==> src/rtl/pmr_pkg.sv <==
package pmr_pkg;
  typedef enum logic [1:0] {
    PM_RUN  = 2'd0,
    PM_IDLE = 2'd1,
    PM_DOWN = 2'd2
  } pm_state_t;
endpackage

==> src/rtl/pmr_cycle_timer.sv <==
module pmr_cycle_timer #(
  parameter int MC_CLKS = 12
) (
  input  logic clk,
  input  logic por_n,
  input  logic run,
  output logic mc_tick
);
  localparam int PH_W = $clog2(MC_CLKS);
  localparam logic [PH_W-1:0] PH_LAST = PH_W'(MC_CLKS - 1);

  logic [PH_W-1:0] phase_q;

  function automatic logic [PH_W-1:0] phase_step(input logic [PH_W-1:0] p);
    return (p == PH_LAST) ? '0 : p + 1'b1;
  endfunction

  always_ff @(posedge clk or negedge por_n) begin
    if (!por_n)   phase_q <= '0;
    else if (run) phase_q <= phase_step(phase_q);
  end

  assign mc_tick = run && (phase_q == PH_LAST);
endmodule

==> src/rtl/pmr_reset_qual.sv <==
module pmr_reset_qual #(
  parameter int MC_CLKS  = 12,
  parameter int BOD_MCYC = 15000
) (
  input  logic clk,
  input  logic por_n,
  input  logic rst_pin,
  input  logic osc_run,
  input  logic mc_tick,
  input  logic bod_low,
  output logic pin_qual,
  output logic bod_qual,
  output logic bod_armed
);
  localparam int QUAL = 2 * MC_CLKS;
  localparam int HW   = $clog2(QUAL + 1);
  localparam int BW   = $clog2(BOD_MCYC);

  logic [HW-1:0] hold_q;
  logic [BW-1:0] bcnt_q;
  logic          armed_q;

  function automatic logic [HW-1:0] hold_step(input logic [HW-1:0] h);
    return (h == HW'(QUAL)) ? h : h + 1'b1;
  endfunction

  always_ff @(posedge clk or negedge por_n) begin
    if (!por_n)       hold_q <= '0;
    else if (!rst_pin) hold_q <= '0;
    else if (osc_run) hold_q <= hold_step(hold_q);
  end

  assign pin_qual = rst_pin && osc_run && (hold_q == HW'(QUAL - 1));
  assign bod_qual = armed_q && !bod_low && mc_tick && (bcnt_q == BW'(BOD_MCYC - 1));

  always_ff @(posedge clk or negedge por_n) begin
    if (!por_n) begin
      armed_q <= 1'b0;
      bcnt_q  <= '0;
    end else if (bod_low) begin
      armed_q <= 1'b1;
      bcnt_q  <= '0;
    end else if (bod_qual) begin
      armed_q <= 1'b0;
      bcnt_q  <= '0;
    end else if (armed_q && mc_tick) begin
      bcnt_q  <= bcnt_q + 1'b1;
    end
  end

  assign bod_armed = armed_q;
endmodule

==> src/rtl/pmr_mode_fsm.sv <==
module pmr_mode_fsm
  import pmr_pkg::*;
(
  input  logic      clk,
  input  logic      por_n,
  input  logic      cpu_ok,
  input  logic      idle_req,
  input  logic      pdown_req,
  input  logic      irq_pending,
  input  logic      rst_pin,
  input  logic      fire,
  output pm_state_t state
);
  pm_state_t nxt;

  always_comb begin
    nxt = state;
    if (fire) nxt = PM_RUN;
    else begin
      case (state)
        PM_RUN: begin
          if (cpu_ok && pdown_req)     nxt = PM_DOWN;
          else if (cpu_ok && idle_req) nxt = PM_IDLE;
        end
        PM_IDLE: if (irq_pending || rst_pin) nxt = PM_RUN;
        PM_DOWN: nxt = PM_DOWN;
        default: nxt = PM_RUN;
      endcase
    end
  end

  always_ff @(posedge clk or negedge por_n) begin
    if (!por_n) state <= PM_RUN;
    else        state <= nxt;
  end
endmodule

==> src/rtl/pmr_power_manager.sv <==
module pmr_power_manager
  import pmr_pkg::*;
#(
  parameter int MC_CLKS  = 12,
  parameter int BOD_MCYC = 15000
) (
  input  logic clk,
  input  logic por_n,
  input  logic idle_req,
  input  logic pdown_req,
  input  logic irq_pending,
  input  logic rst_pin,
  input  logic bod_low,
  output logic cpu_en,
  output logic periph_en,
  output logic osc_en,
  output logic sys_rst,
  output logic keep_ram
);
  localparam int RW = $clog2(MC_CLKS + 1);

  pm_state_t     state;
  logic          mc_tick, pin_qual, bod_qual, bod_armed;
  logic          pin_fire, bod_fire, any_fire;
  logic [RW-1:0] rcnt_q;

  assign osc_en    = (state != PM_DOWN) || rst_pin || bod_armed;
  assign sys_rst   = (rcnt_q != '0);
  assign cpu_en    = (state == PM_RUN) && !sys_rst && !bod_armed;
  assign periph_en = (state != PM_DOWN) && !bod_armed;

  assign pin_fire = pin_qual && !sys_rst;
  assign bod_fire = bod_qual && !sys_rst;
  assign any_fire = pin_fire || bod_fire;

  pmr_cycle_timer #(.MC_CLKS(MC_CLKS)) u_timer (
    .clk(clk), .por_n(por_n), .run(osc_en), .mc_tick(mc_tick)
  );

  pmr_reset_qual #(.MC_CLKS(MC_CLKS), .BOD_MCYC(BOD_MCYC)) u_qual (
    .clk(clk), .por_n(por_n), .rst_pin(rst_pin), .osc_run(osc_en),
    .mc_tick(mc_tick), .bod_low(bod_low), .pin_qual(pin_qual),
    .bod_qual(bod_qual), .bod_armed(bod_armed)
  );

  pmr_mode_fsm u_fsm (
    .clk(clk), .por_n(por_n), .cpu_ok(cpu_en), .idle_req(idle_req),
    .pdown_req(pdown_req), .irq_pending(irq_pending), .rst_pin(rst_pin),
    .fire(any_fire), .state(state)
  );

  always_ff @(posedge clk or negedge por_n) begin
    if (!por_n) begin
      rcnt_q   <= '0;
      keep_ram <= 1'b0;
    end else if (any_fire) begin
      rcnt_q   <= RW'(MC_CLKS);
      keep_ram <= !bod_fire;
    end else if (sys_rst) begin
      rcnt_q   <= rcnt_q - 1'b1;
    end
  end
endmodule

==> config.mk <==
export PLATFORM = sky130hd
export DESIGN_NAME = pmr_power_manager
export DESIGN_NICKNAME = d
export VERILOG_FILES = /design/src/rtl/pmr_pkg.sv /design/src/rtl/pmr_cycle_timer.sv /design/src/rtl/pmr_reset_qual.sv /design/src/rtl/pmr_mode_fsm.sv /design/src/rtl/pmr_power_manager.sv
export SDC_FILE = /design/constraint.sdc
export NUM_CORES = 1
export LEC_CHECK = 0
export ABC_AREA = 1
export BUFFER_PORTS_ARGS = -buffer_cell sky130_fd_sc_hd__buf_2
export CAP_MARGIN = 5
export CORE_ASPECT_RATIO = 1.25
export CORE_MARGIN = 2
export CORE_UTILIZATION = 64
export CTS_CLUSTER_DIAMETER = 150
export CTS_CLUSTER_SIZE = 30
export DETAILED_ROUTE_END_ITERATION = 12
export PLACE_DENSITY = 0.91
export RECOVER_POWER = 50
export SYNTH_ARGS = -nofsm -noshare
export SYNTH_HDL_FRONTEND = slang
export SYNTH_SLANG_ARGS = --single-unit
==> constraint.sdc <==
create_clock -name clk -period 3.75 [get_ports clk]
set_input_delay 0.75 -clock clk [delete_from_list [all_inputs] [get_ports clk]]
set_output_delay 0.75 -clock clk [all_outputs]
set_load 0.02 [all_outputs]
# Yosys cells after proc, flatten, opt, wreduce, memory -nomap -nowiden
# Cells that the tools add are included.
[word_totals] elab_cells=67 regBits=31 output_inout_bits=5 memories=0 latchBits=0 inputBits=7 ramBits=0 romBits=0
[classes] n_div=0 order_cmp=0 add_sub_neg=4 mul=0 shifts=0 reduce_logical=29 bitwise=0 eq_ne=11 muxes=16
[op_table] op="14-bit 2-to-1 mux" n=3
[op_table] op="5-bit 2-to-1 mux" n=3
[op_table] op="14-bit by 1-bit adder with 14-bit output, second input constant" n=1
[op_table] op="14-bit equality test, second input constant" n=1
[op_table] op="1-bit logical AND" n=14
[op_table] op="4-bit 2-to-1 mux" n=3
[op_table] op="5-bit equality test, second input constant" n=2
[op_table] op="2-bit 2-to-1 mux" n=4
[op_table] op="2-bit one-hot mux with 3 select lines" n=1
[op_table] op="5-bit by 1-bit adder with 5-bit output, second input constant" n=1
[op_table] op="4-bit by 1-bit adder with 4-bit output, second input constant" n=1
[op_table] op="4-bit equality test, second input constant" n=1
[op_table] op="1-bit logical NOT" n=4
[op_table] op="1-bit logical OR" n=4
[op_table] op="2-bit != test, second input constant" n=2
[op_table] op="4-bit by 2-bit != test with 1-bit output, second input constant" n=1
[op_table] op="2-bit AND reduction" n=2
[op_table] op="2-bit nonzero test" n=2
[op_table] op="4-bit nonzero test" n=1
[op_table] op="4-bit by 1-bit subtractor with 4-bit output, second input constant" n=1
[op_table] op="3-bit by 2-bit != test with 1-bit output, second input constant" n=1
[op_table] op="3-bit nonzero test" n=1
[op_table] op="2-bit by 1-bit equality test with 1-bit output, second input constant" n=1
[op_table] op="2-bit equality test, second input constant" n=1
[op_table] op="3 further kinds" n=4

# Longest topological paths before layout
[logic_depth] ltp_word=10 depth_mapped=10 mapped_depth_nobuf=10

# Cells and area by module
# From an unflattened synthesis, not the netlist that was laid out.
[hier_totals] cells_unflattened=264 area_unflattened_um2=1943.1
[modules_own_cells] mod="pmr_reset_qual" seq_area_each_um2=500.5 cells_per_inst=175 n_inst=1 area_each_um2=1285.0
[modules_own_cells] mod="pmr_power_manager" seq_area_each_um2=125.1 cells_per_inst=43 n_inst=1 area_each_um2=332.8
[modules_own_cells] mod="pmr_cycle_timer" seq_area_each_um2=100.1 cells_per_inst=28 n_inst=1 area_each_um2=207.7
[modules_own_cells] mod="pmr_mode_fsm" seq_area_each_um2=50.0 cells_per_inst=18 n_inst=1 area_each_um2=117.6

# Worst setup path before layout
# Ideal clock, no wire load.
[synth_path] kind="flip-flop to output port" start="register rcnt_q[0]" end="output cpu_en" arrival_time_ns=1.215 required_time_ns=3.000 stages_incl_launch_ff=5 path_buffers=0 slack_ns=1.785 cell_sequence="dfrtp_1 inv_1 ha_1 nand3_1 nor3_1"
[synth_between] elab_chain_len=4
[synth_lines] item="start: declaration" line="pmr_power_manager.sv:25" text="logic [RW-1:0] rcnt_q;"
[synth_lines] item="start signal: assignment" line="pmr_power_manager.sv:57" text="rcnt_q <= RW'(MC_CLKS);"
[synth_lines] item="start signal: assignment" line="pmr_power_manager.sv:60" text="rcnt_q <= rcnt_q - 1'b1;"
[synth_lines] item="4-bit nonzero test" line="pmr_power_manager.sv:28" text="assign sys_rst = (rcnt_q != '0);"
[synth_lines] item="1-bit logical NOT" line="pmr_power_manager.sv:29" text="assign cpu_en = (state == PM_RUN) && !sys_rst && !bod_armed;"
[synth_lines] item="1-bit logical AND (2 in series)" line="pmr_power_manager.sv:29"
[synth_lines] item="end: declaration" line="pmr_power_manager.sv:14" text="output logic cpu_en,"
# Every way passes these cells.

# Worst setup path in the final report
[layout_path] start="register rcnt_q[0]" end="output sys_rst"
[layout_between] elab_chain_len=1
[layout_lines] item="4-bit nonzero test" line="pmr_power_manager.sv:28"
[layout_lines] item="end: declaration" line="pmr_power_manager.sv:17" text="output logic sys_rst,"
# Every way passes these cells.

==> key figures <==
Status
  – Status: complete, but fails checks
  – Failing checks: max-capacitance violations, max-slew violations

Synth
  – Asr flop ratio synth: 1.00
  – YS warnings: 0
  – Cell Area, Synth: 1920 um2
  – Yosys reg bits: 31
  – Sequential fraction of the synthesis area: 0.404
  – Main synth FF type: dfrtp_1
  – Avg Cell Area, Syn: 7.27 um2
  – Post-synthesis cell type count: 30
  – Gate Count Post-Synth: 264
  – Post-synth EDFFs: 0
  – Syn_nets: 277

Timing
  – Slew margin rel.: -0.116
  – Setup Total Neg Slack: 0 ps
  – Final Max Slew Viols: 32
  – Setup violators final: 0
  – Max Freq: 430 MHz
  – Final period util: 0.620
  – Slew @ Worst Pin: 1670 ps
  – Fin Clk Skew: 8.24 ps
  – Final critical-path required period: 2330 ps
  – RSZ-0062 raised after global routing: no
  – Final Hold Vio Count: 0

Power and ir drop
  – PD cells: 444 nW/um2
  – Peak VDD IR: 368 uV
  – Static leakage: 0.978 nW
  – Tot Pwr: 910 uW

Cells and area
  – Area Overhead vs Synth: 6.85%
  – Nets: 292
  – Register area: 776 um2
  – Fillers: 246
  – Multi-input logic area: 981 um2
  – Layout cells sized above 1: 0.132
  – Antenna diode count: 0

Global routing
  – Initial antenna violation count: 0
  – Vias in the first global route: 1,606
  – Pin count of the biggest net entering global routing: 32
  – GRT overflow: 0
  – First-pass GRT wire length: 6610 um
  – GR Util All Layers: 0.259

Clock tree
  – Latest clock arrival within the worst-skew pair: 330 ps
  – Hold_buf cts: 0
  – Htree depth: 2
  – Post-CTS Resized: 0
  – Root Buffer: clkbuf_4
  – Clk slew on worst S/H paths: 100 ps
  – Clock Path Buffers: 2
  – Setup Buffers After CTS: 0
  – CTS tree: done
  – Clock sinks: 31
  – Total CTS buffers: 5

Worst setup path
  – Max FO, Critical Path: 10
  – CP startpoint kind: flop
  – Setup CP Type: reg2out
  – Crit path DAT: 1580 ps
  – Setup crit end kind: output pin
  – CP required: 3000 ps

Die
  – Cell Rows: 22
  – Initial Util: 0.664
  – IO Count: 12
  – Die span in x: 53.0 um
  – Die area: 3460 um2
  – Core area: 2890 um2
  – Die Span Y: 65.2 um

Detailed routing
  – Drt drc: 0
  – DR WL/cell: 12.1 um
  – Final Routed Wirelength: 3820 um
  – Initial DRC count: 54
  – Number of vias per cell: 5.31
  – First-pass iteration count of the detailed router: 4
  – Routed Antenna Nets: 0
  – DR vias: 1,678

Min path
  – Type of the most critical hold path: reg2reg

Placement
  – Dpl hpwl: 2900 um
  – PortBufs: 11
  – GP Congestion: 0.866

Run
  – Max-Cap Viols: 1
through the flow:
step                setup slack, ps  utilization  std cells  hold slack [ps]  cell area [um2]
finish                         1420        0.710        316              505             2050
CTS                            1420        0.710        316              464             2050
global placement               1660        0.693        308              488             2000
global route                   1280        0.710        316              511             2050
detailed placement             1650        0.693        308              486             2000
floorplan                      1780            -        264              454             1920
logic make-up (layout without fill, tap and decap cells):
group                      count (synthesis)  count (layout)  synth area share
AOI/OAI and AO/OA                         20              20            0.0561
xor gates and xnor gates                   5               5            0.0228
adders and majority gates                  6               6            0.0391
buffers and inverters                     41              57            0.0847
DFF                                       31              31             0.404
muxes                                      1               1           0.00587
and+or+nand+nor                          160             160             0.387
state kept, by name, indices dropped and copies added (netlist names):
signal            cells
u_timer.phase_q       4
keep_ram              1
u_qual.bcnt_q        14
u_qual.hold_q         5
rcnt_q                4
u_fsm.state           2
u_qual.bod_armed      1
final timing paths:
path,start,end,slack [ps],cells after the start
worst max-delay path,rcnt_q[0]$_DFFE_PN0P_,sys_rst,1420,6
worst min-delay path,u_timer.phase_q[0]$_DFFE_PN0N_,u_timer.phase_q[0]$_DFFE_PN0N_,510,1
worst max register to register,u_timer.phase_q[0]$_DFFE_PN0N_,u_qual.bcnt_q[6]$_DFFE_PN0P_,2060,8
worst min register to register,u_timer.phase_q[0]$_DFFE_PN0N_,u_timer.phase_q[0]$_DFFE_PN0N_,510,1
max in group asynchronous,por_n,u_timer.phase_q[1]$_DFFE_PN0N_,1940,1
min in group asynchronous,por_n,rcnt_q[0]$_DFFE_PN0P_,840,1
synthesized netlist by cell type (2+ instances only):
cell type	number	share of area
xor2_1	4	0.018
nor2_4	4	0.023
buf_2	2	0.0052
nor3_1	4	0.010
inv_2	4	0.0078
nor2_2	2	0.0065
a21oi_1	7	0.018
nand2_1	65	0.13
o21ai_0	9	0.023
nand3_1	16	0.042
nand2_2	5	0.016
dfrtp_1	31	0.40
ha_1	6	0.039
nor2_1	45	0.088
o211ai_1	2	0.0078
nand4_1	13	0.042
inv_1	32	0.063
worst max-delay path, cell delays in order, from the launching register on:
cell,delay [ps]
dfrtp_1,390
inv_1,120
ha_1,180
nand2_1,90
nor2_4,210
inv_1,90
buf_2,160
layout make-up:
type                       count  share of cell area
clock inverter                 1             0.00244
tap                           36              0.0220
multi-input combinational    192               0.478
sequential                    31               0.378
clock buffer                   7              0.0220
inverter                      38              0.0708
timing repair buffer          11              0.0262
power breakdown:
group          switching (mW)  leakage (nW)  internal, mW
registers              0.0572         0.402         0.395
clock network           0.111        0.0293        0.0729
logic                   0.165         0.547         0.109
layer usage:
metal,global-route usage,routed length (um),up-vias
met4,0.0994,65,0
met2,0.464,1950,27
met3,0.0477,110,6
li1,-,-,867
met5,0,0,-
met1,0.297,1700,778
cell usage in the layout (no fill, tap or decap), types with 2 or more instances in the layout:
cell type / count
a21oi_1: 7
buf_2: 10
clkbuf_1: 3
clkbuf_4: 5
dfrtp_1: 31
ha_1: 6
inv_1: 32
inv_2: 4
nand2_1: 65
nand2_2: 5
nand3_1: 16
nand4_1: 13
nor2_1: 45
nor2_2: 2
nor2_4: 4
nor3_1: 4
o211ai_1: 2
o21ai_0: 9
xor2_1: 4
No activity file was read; power rests on OpenSTA's default activity.
